$ cat config.mk
export PLATFORM = sky130hd
export DESIGN_NAME = mpx_port
export DESIGN_NICKNAME = d
export VERILOG_FILES = /design/src/rtl/mpx_port_pkg.sv /design/src/rtl/mpx_port_regs.sv /design/src/rtl/mpx_port_pinmux.sv /design/src/rtl/mpx_port_rdmux.sv /design/src/rtl/mpx_port.sv
export SDC_FILE = /design/constraint.sdc
export NUM_CORES = 1
export LEC_CHECK = 0
export ABC_AREA = 1
export CAP_MARGIN = 20
export CORE_ASPECT_RATIO = 1.75
export CORE_MARGIN = 2
export CORE_UTILIZATION = 38
export DETAILED_ROUTE_END_ITERATION = 12
export GPL_ROUTABILITY_DRIVEN = 0
export GPL_TIMING_DRIVEN = 0
export PLACE_DENSITY_LB_ADDON = 0.15
export SETUP_SLACK_MARGIN = 0.1
export SYNTH_ARGS = -nofsm -noshare
export SYNTH_HDL_FRONTEND = slang
export SYNTH_SLANG_ARGS = --single-unit
export TNS_END_PERCENT = 50
$ cat constraint.sdc
create_clock -name clk -period 1.2 [get_ports clk]
set_input_delay 0.3 -clock clk [delete_from_list [all_inputs] [get_ports clk]]
set_output_delay 0.3 -clock clk [all_outputs]
set_load 0.02 [all_outputs]
$ cat src/rtl/mpx_port_pkg.sv
package mpx_port_pkg;
  typedef enum logic [1:0] {
    MODE_SINGLE   = 2'd0,
    MODE_EXPANDED = 2'd1,
    MODE_EMUL     = 2'd2,
    MODE_TEST     = 2'd3
  } port_mode_e;

  localparam int unsigned NOACC_BIT = 6;
  localparam int unsigned IQ_W      = 4;

  function automatic logic is_expanded(input logic [1:0] m);
    return m != MODE_SINGLE;
  endfunction

  function automatic logic is_emul(input logic [1:0] m);
    return m == MODE_EMUL;
  endfunction

  function automatic logic vis_capable(input logic [1:0] m);
    return (m == MODE_EMUL) || (m == MODE_TEST);
  endfunction
endpackage

$ cat src/rtl/mpx_port_regs.sv
module mpx_port_regs #(
  parameter int unsigned DATA_W = 8
) (
  input  logic              clk,
  input  logic              rst_n,
  input  logic              wr_en,
  input  logic              wr_sel,
  input  logic [DATA_W-1:0] wr_data,
  output logic [DATA_W-1:0] data_q,
  output logic [DATA_W-1:0] dir_q
);
  logic [DATA_W-1:0] data_d, dir_d;
  logic              data_ce, dir_ce;

  always_comb begin
    data_ce = wr_en && !wr_sel;
    dir_ce  = wr_en &&  wr_sel;
    data_d  = wr_data;
    dir_d   = wr_data;
  end

  always_ff @(posedge clk or negedge rst_n) begin
    if (!rst_n) begin
      data_q <= '0;
      dir_q  <= '0;
    end else begin
      if (data_ce) data_q <= data_d;
      if (dir_ce)  dir_q  <= dir_d;
    end
  end


  data_wr_lands_chk: assert property (@(posedge clk) disable iff (!rst_n)
    (wr_en && !wr_sel) |=> (data_q == $past(wr_data)));

  dir_wr_lands_chk: assert property (@(posedge clk) disable iff (!rst_n)
    (wr_en && wr_sel) |=> (dir_q == $past(wr_data)));

  dir_holds_chk: assert property (@(posedge clk) disable iff (!rst_n)
    !(wr_en && wr_sel) |=> $stable(dir_q));
endmodule

$ cat src/rtl/mpx_port_pinmux.sv
module mpx_port_pinmux
  import mpx_port_pkg::*;
#(
  parameter int unsigned DATA_W = 8,
  localparam int unsigned ADDR_W = DATA_W - 1
) (
  input  logic              clk,
  input  logic              rst_n,
  input  logic [1:0]        mode,
  input  logic              vis_en,
  input  logic              phase,
  input  logic [DATA_W-1:0] data_q,
  input  logic [DATA_W-1:0] dir_q,
  input  logic [ADDR_W-1:0] ext_addr,
  input  logic              noacc,
  input  logic [IQ_W-1:0]   iq_stat,
  input  logic [DATA_W-1:0] pin_in,
  output logic [DATA_W-1:0] pin_out,
  output logic [DATA_W-1:0] pin_oe,
  output logic              pin7_wait
);
  logic              bus_owned;
  logic              show_status;
  logic [ADDR_W-1:0] addr_pins;

  always_comb begin
    bus_owned   = is_expanded(mode);
    show_status = vis_capable(mode) && vis_en && phase;
  end

  for (genvar i = 0; i < ADDR_W; i++) begin : g_addr_pin
    if (i < IQ_W) begin : g_iq
      assign addr_pins[i] = show_status ? iq_stat[i] : ext_addr[i];
    end else if (i == NOACC_BIT) begin : g_noacc
      assign addr_pins[i] = show_status ? noacc : ext_addr[i];
    end else begin : g_plain
      assign addr_pins[i] = ext_addr[i];
    end
  end

  always_comb begin
    if (bus_owned) begin
      pin_out = {1'b0, addr_pins};
      pin_oe  = {1'b0, {ADDR_W{1'b1}}};
    end else begin
      pin_out = data_q;
      pin_oe  = dir_q;
    end
    pin7_wait = bus_owned & pin_in[DATA_W-1];
  end


  addr_oe_forced_chk: assert property (@(posedge clk) disable iff (!rst_n)
    (mode != 2'd0) |-> (&pin_oe[ADDR_W-1:0] && !pin_oe[DATA_W-1]));

  gpio_oe_dir_chk: assert property (@(posedge clk) disable iff (!rst_n)
    (mode == 2'd0) |-> (pin_oe == dir_q && pin_out == data_q));

  exp_no_status_chk: assert property (@(posedge clk) disable iff (!rst_n)
    (mode == 2'd1) |-> (pin_out[ADDR_W-1:0] == ext_addr));
endmodule

$ cat src/rtl/mpx_port_rdmux.sv
module mpx_port_rdmux
  import mpx_port_pkg::*;
#(
  parameter int unsigned DATA_W = 8
) (
  input  logic [1:0]        mode,
  input  logic              rd_sel,
  input  logic [DATA_W-1:0] data_q,
  input  logic [DATA_W-1:0] dir_q,
  input  logic [DATA_W-1:0] pin_in,
  input  logic [DATA_W-1:0] ext_rd_data,
  output logic [DATA_W-1:0] rd_data
);
  logic [DATA_W-1:0] merged;

  always_comb begin
    merged = (dir_q & data_q) | (~dir_q & pin_in);
    if (is_emul(mode))  rd_data = ext_rd_data;
    else if (rd_sel)    rd_data = dir_q;
    else                rd_data = merged;
  end
endmodule

$ cat src/rtl/mpx_port.sv
module mpx_port
  import mpx_port_pkg::*;
#(
  parameter int unsigned DATA_W = 8,
  localparam int unsigned ADDR_W = DATA_W - 1
) (
  input  logic              clk,
  input  logic              rst_n,
  input  logic [1:0]        mode,
  input  logic              vis_en,
  input  logic              phase,
  input  logic              bus_sel,
  input  logic              bus_we,
  input  logic [DATA_W-1:0] bus_wdata,
  output logic [DATA_W-1:0] bus_rdata,
  input  logic [DATA_W-1:0] ext_rd_data,
  output logic              ext_wr_en,
  output logic              ext_wr_sel,
  output logic [DATA_W-1:0] ext_wr_data,
  input  logic [ADDR_W-1:0] ext_addr,
  input  logic              noacc,
  input  logic [IQ_W-1:0]   iq_stat,
  input  logic [DATA_W-1:0] pin_in,
  output logic [DATA_W-1:0] pin_out,
  output logic [DATA_W-1:0] pin_oe,
  output logic              pin7_wait
);
  logic [1:0]        rst_pipe;
  logic              rst_n_s;
  logic [DATA_W-1:0] data_q, dir_q;

  always_ff @(posedge clk or negedge rst_n) begin
    if (!rst_n) rst_pipe <= 2'b00;
    else        rst_pipe <= {rst_pipe[0], 1'b1};
  end
  assign rst_n_s = rst_pipe[1];

  always_comb begin
    ext_wr_en   = bus_we && is_emul(mode);
    ext_wr_sel  = bus_sel;
    ext_wr_data = bus_wdata;
  end

  mpx_port_regs #(.DATA_W(DATA_W)) u_regs (
    .clk(clk), .rst_n(rst_n_s), .wr_en(bus_we), .wr_sel(bus_sel),
    .wr_data(bus_wdata), .data_q(data_q), .dir_q(dir_q)
  );

  mpx_port_pinmux #(.DATA_W(DATA_W)) u_pinmux (
    .clk(clk), .rst_n(rst_n_s), .mode(mode), .vis_en(vis_en), .phase(phase),
    .data_q(data_q), .dir_q(dir_q), .ext_addr(ext_addr), .noacc(noacc),
    .iq_stat(iq_stat), .pin_in(pin_in), .pin_out(pin_out), .pin_oe(pin_oe),
    .pin7_wait(pin7_wait)
  );

  mpx_port_rdmux #(.DATA_W(DATA_W)) u_rdmux (
    .mode(mode), .rd_sel(bus_sel), .data_q(data_q), .dir_q(dir_q),
    .pin_in(pin_in), .ext_rd_data(ext_rd_data), .rd_data(bus_rdata)
  );


  mirror_on_emul_wr_chk: assert property (@(posedge clk) disable iff (!rst_n_s)
    (bus_we && mode == 2'd2) |-> (ext_wr_en && ext_wr_data == bus_wdata));

  no_mirror_outside_chk: assert property (@(posedge clk) disable iff (!rst_n_s)
    (mode != 2'd2) |-> !ext_wr_en);

  emul_read_src_chk: assert property (@(posedge clk) disable iff (!rst_n_s)
    (mode == 2'd2) |-> (bus_rdata == ext_rd_data));
endmodule

; Word-level counts from Yosys, hierarchy flattened
; Index checks and enable logic that the tools add are counted.
[word_totals]
output_inout_bits = 35
word_cells = 27
inputBits = 44
regBits = 18
[op_classes]
n_eq_ne = 2
reduce_logical = 8
bitwise_logic = 5
n_mux = 9
[ops]
columns = op, n
row1 = 8-bit two-way mux, 4
row2 = 8-bit bitwise AND, 2
row3 = 8-bit NOT, 1
row4 = 8-bit bitwise OR, 1
row5 = 1-bit logical AND, 5
row6 = 1-bit two-way mux, 5
row7 = 2-bit equality test (second input constant), 2
row8 = 2-bit nonzero test, 1
row9 = 1-bit bitwise AND, 1
row10 = 1-bit zero test, 1
row11 = 1-bit logical OR, 1

; Logic depth before layout (Yosys ltp)
[logic_depth]
word_depth = 6
ltp_mapped = 6
depth_no_buf = 5

; Modules after synthesis
; From an unflattened synthesis, not the netlist that was laid out.
[unflattened]
hier_cells = 205
hier_area_um2 = 1340.0
[modules_own_cells]
columns = module, area_each_um2, seq_area_each_um2, cells_per_inst, n_inst
row1 = mpx_port_regs, 663.1, 400.4, 70, 1
row2 = mpx_port_pinmux, 292.8, 0.0, 59, 1
row3 = mpx_port_rdmux, 252.7, 0.0, 62, 1
row4 = mpx_port, 131.4, 50.0, 14, 1

; Least setup slack after synthesis
; OpenSTA, ideal clock, no wires.
[synth_path]
kind = input-to-output
startpoint = input mode[1]
endpoint = output ext_wr_en
required_time_ns = 0.900
n_path_buf = 1
t_arrival_ns = 1.001
path_slack_ns = -0.101
path_stages = 5
cell_sequence = buf_6 inv_4 nor2_4 inv_4 nor2_1
[synth_between]
elab_chain_cells = 2
[synth_lines]
columns = item, line_no
row1 = "start, declared", mpx_port.sv:9  ; input logic [1:0] mode,
row2 = 2-bit equality test, mpx_port_pkg.sv:17  ; return m == MODE_EMUL;
row3 = 1-bit logical AND, mpx_port.sv:39  ; ext_wr_en = bus_we && is_emul(mode);
row4 = "end, declared", mpx_port.sv:17  ; output logic ext_wr_en,
; Every way passes these cells.

; Worst setup path after layout
[layout_path]
startpoint = register u_regs.data_q[7]
endpoint = output bus_rdata[7]
[layout_between]
elab_chain_cells = 4
[layout_lines]
columns = item, line_no
row1 = "start, declared", mpx_port_regs.sv:9  ; output logic [DATA_W-1:0] data_q,
row2 = "start signal, assigned", mpx_port_regs.sv:27  ; if (data_ce) data_q <= data_d;
row3 = 8-bit bitwise AND, mpx_port_rdmux.sv:17  ; merged = (dir_q & data_q) | (~dir_q & pin_in);
row4 = 8-bit bitwise OR, mpx_port_rdmux.sv:17
row5 = 8-bit two-way mux, mpx_port_rdmux.sv:19  ; else if (rd_sel) rd_data = dir_q;
row6 = 8-bit two-way mux, mpx_port_rdmux.sv:18  ; if (is_emul(mode)) rd_data = ext_rd_data;
row7 = "end, declared", mpx_port.sv:15  ; output logic [DATA_W-1:0] bus_rdata,
; Every way passes these cells.

==> results.ini <==
[critical_path]
cp-end-kind = output pin
worst_path_largest_cell_delay_ns = 0.39
worst_setup_path_startpoint = u_regs.data_q[7]$_DFFE_PN0P_
cp_cell_sequence = o21ai_1 -> nand2_1 -> nand2_2 -> nand2_2 -> buf_6
number_of_cells_on_the_worst_reg_to_reg_path = 3
cp.arrival_ns = 1.12
crit_top_cell = sky130_fd_sc_hd__nand2_2
reg2reg_slack_ns = 0.42
category_of_the_most_critical_setup_path = register to output pin
cp_max_fo = 2
reg2reg_to = u_regs.dir_q[6]$_DFFE_PN0P_
setup.worst_path.start_class = register
crit_path_top_delay_cell = sky130_fd_sc_hd__dfrtp_1
timing.critical_path.required_ns = 0.90
cp-endpoint = bus_rdata[7]
rr_startpoint = u_regs.dir_q[6]$_DFFE_PN0P_

[placement]
io_buffers = 76
dpl.hpwl_um = 3130

[clocking]
holdBufCountCts = 0
sinks_on_clock_net = 18
cts_tree = yes
worst_skew_pair.late_latency_ns = 0.24
clock_path_buffers = 2
path_clk_slew_ns = 0.06
htree_num_levels = 1
tritoncts_buffers = 3
clock_tree.root_cell = sky130_fd_sc_hd__clkbuf_8

[synth]
synth_sequential_area_ratio = 0.340
yosysTopAreaCell = sky130_fd_sc_hd__dfrtp_1
synth_top_area_share = 0.340
ys_types = 20
synth_cells = 194
count_of_warnings_emitted_by_yosys = 0
mappedNetlistArea_sq_mm = 0.00132
synth_top_cells_by_area = sky130_fd_sc_hd__dfrtp_1 (34%), sky130_fd_sc_hd__nand2_1 (22%), sky130_fd_sc_hd__inv_1 (8.2%)
ys_seq_elements = 18
synth_area_per_cell_sq_um = 6.82
synth_fp_nets = 238

[sta]
hold_viol_final = 0
clock_skew_ns = 0.00194
slew_headroom = 0.585
highest_attainable_clock_frequency_mhz = 707
number_of_pins_with_negative_max_slew_slack_in_the_final_report = 0
postLayoutSetupSlackWorst_ns = -0.215
grt_setup_unrepaired = yes
min_period_over_period = 1.18
transition_time_at_the_pin_with_the_least_slew_margin_ns = 0.622
finalSetupViolations = 26
layout_min_cycle_time_ns = 1.42

[global_route]
first_global_vias = 1632
global_route_wire_length_before_repair_um = 7640
antenna_found_initial = 0
grt.total_usage = 0.247
grt_remaining_overflow = 0
grt_start_max_net_pins = 17

[status]
failing_checks = negative setup slack
outcome = finished with violations

[min_path]
min-delay-path-class = input port to asynchronous set/reset pin

[floorplanning]
die_x_um = 48.6
design.portCount = 79
area_of_the_core_region_sq_mm = 0.00336
num_rows = 28
die_height_um = 82.1
floorplan.die_area_sq_mm = 0.00399
initial_utilization = 0.394

[layout]
num_antenna_cells = 0
design.final.nets = 348
final_cell_mix = sky130_fd_sc_hd__nand2_1 (47), sky130_fd_sc_hd__buf_6 (38), sky130_fd_sc_hd__buf_4 (32)
layout_cell_share_with_drive_strength_beyond_1 = 0.503
layout.cells.most_common = sky130_fd_sc_hd__nand2_1
area_delta_synth_final_pct = 105
final_core_util = 0.806

[power]
irDropWorstVdd_uv = 881
power_mw = 2.30
leakage_nw = 1.44
powerDensity_mw_per_mm2 = 848

[detailed_routing]
route.detailed.drc = 0
dr.pass1.iters = 4
finalWirelength_um = 5120
routed_wire_length_per_instance_um = 14.7
drt-initial-drc-count = 35
via_per_inst = 4.90
detail-route-antenna-nets = 0
vias = 1701

[flow_run]
maxCapViolCount = 0

state kept, by name (all words and copies together), names as in the netlist:
signal	flops
u_regs.data_q	8
u_regs.dir_q	8
rst_pipe	2
layout make-up:
class | instances | area [sq um]
Timing Repair Buffer | 103 | 1040
Multi-Input combinational cell | 130 | 823
Fill cell | 218 | 652
Sequential cell | 18 | 450
Inverter | 33 | 149
Buffer | 14 | 136
Tap cell | 45 | 56.3
Clock buffer | 3 | 41.3
Timing Repair inverter | 1 | 11.3
what timing repair did:
action | 4_1_cts | 5_1_grt
pin swaps | 28 | 18
cloned | 3 | 0
setup endpoints to repair | 51 | 32
gates resized for setup | 284 | 32
setup buffers | 20 | 7
power by group:
part           switching [mW]  total, mW  leakage [nW]  internal [mW]
logic                   0.574       1.17          1.20          0.593
registers              0.0644      0.743         0.221          0.678
clock network           0.168      0.390        0.0216          0.222
total                   0.806       2.30          1.44           1.49
worst min path at each step:
| stage | start | endpoint | depth (start not counted) |
|---|---|---|---|
| 3_3_place_gp | rst_pipe[1]$_DFF_PN0_ | u_regs.data_q[3]$_DFFE_PN0P_ | 0 |
| 6_report | rst_n | rst_pipe[0]$_DFF_PN0_ | 1 |
| 2_1_floorplan | rst_n | rst_pipe[0]$_DFF_PN0_ | 0 |
| 5_1_grt | rst_n | rst_pipe[1]$_DFF_PN0_ | 1 |
| 4_1_cts | rst_n | rst_pipe[0]$_DFF_PN0_ | 1 |
| 3_5_place_dp | rst_pipe[1]$_DFF_PN0_ | u_regs.data_q[7]$_DFFE_PN0P_ | 0 |
stage by stage:
step | instances | hold slack, ns | area (sq um) | worst slack, ns | TNS (ns)
4_1_cts | 341 | 0.216 | 2610 | -0.196 | -3.33
6_report | 347 | 0.218 | 2710 | -0.215 | -4.03
5_1_grt | 347 | 0.226 | 2710 | -0.266 | -4.97
3_3_place_gp | 315 | 0.267 | 2230 | -1.06 | -33.06
2_1_floorplan | 194 | 0.00441 | 1410 | 0.0191 | 0
3_5_place_dp | 315 | 0.269 | 2230 | -1.09 | -33.67
kinds of logic after synthesis:
| logic type | share of synthesized area |
|---|---|
| simple gates | 0.355 |
| buf+inv | 0.195 |
| compound gates | 0.107 |
| flops | 0.340 |
| other cells | 0.00283 |
synth_stat cells:
library cell	count
sky130_fd_sc_hd__nand4_1	5
sky130_fd_sc_hd__nor2_4	1
sky130_fd_sc_hd__inv_6	1
sky130_fd_sc_hd__inv_1	29
sky130_fd_sc_hd__nand2_2	1
sky130_fd_sc_hd__o21ai_0	15
sky130_fd_sc_hd__o21ai_1	1
sky130_fd_sc_hd__inv_4	2
sky130_fd_sc_hd__nor2_1	5
sky130_fd_sc_hd__dfrtp_1	18
sky130_fd_sc_hd__nand3_1	13
sky130_fd_sc_hd__nand2_4	2
sky130_fd_sc_hd__buf_6	5
sky130_fd_sc_hd__o21ai_2	7
sky130_fd_sc_hd__conb_1	1
sky130_fd_sc_hd__nor2_8	1
sky130_fd_sc_hd__nand3_2	1
sky130_fd_sc_hd__inv_2	1
sky130_fd_sc_hd__nand2_1	76
sky130_fd_sc_hd__buf_4	9
worst max-delay path: cells and delay by family, from the launching register on:
kind                   cells  cell delay, ns
AOI/OAI and AO/OA          1            0.16
DFF                        1            0.39
and+or+nand+nor            3            0.20
buffers and inverters      1            0.12
routing by layer:
metal,GRT usage,up-vias,wire length [um]
met5,0,-,0
met2,0.516,82,2860
met3,0.0418,25,320
met1,0.235,785,1740
li1,-,809,-
met4,0.0857,0,201
Note: power is estimated with default switching activity, not from simulation.
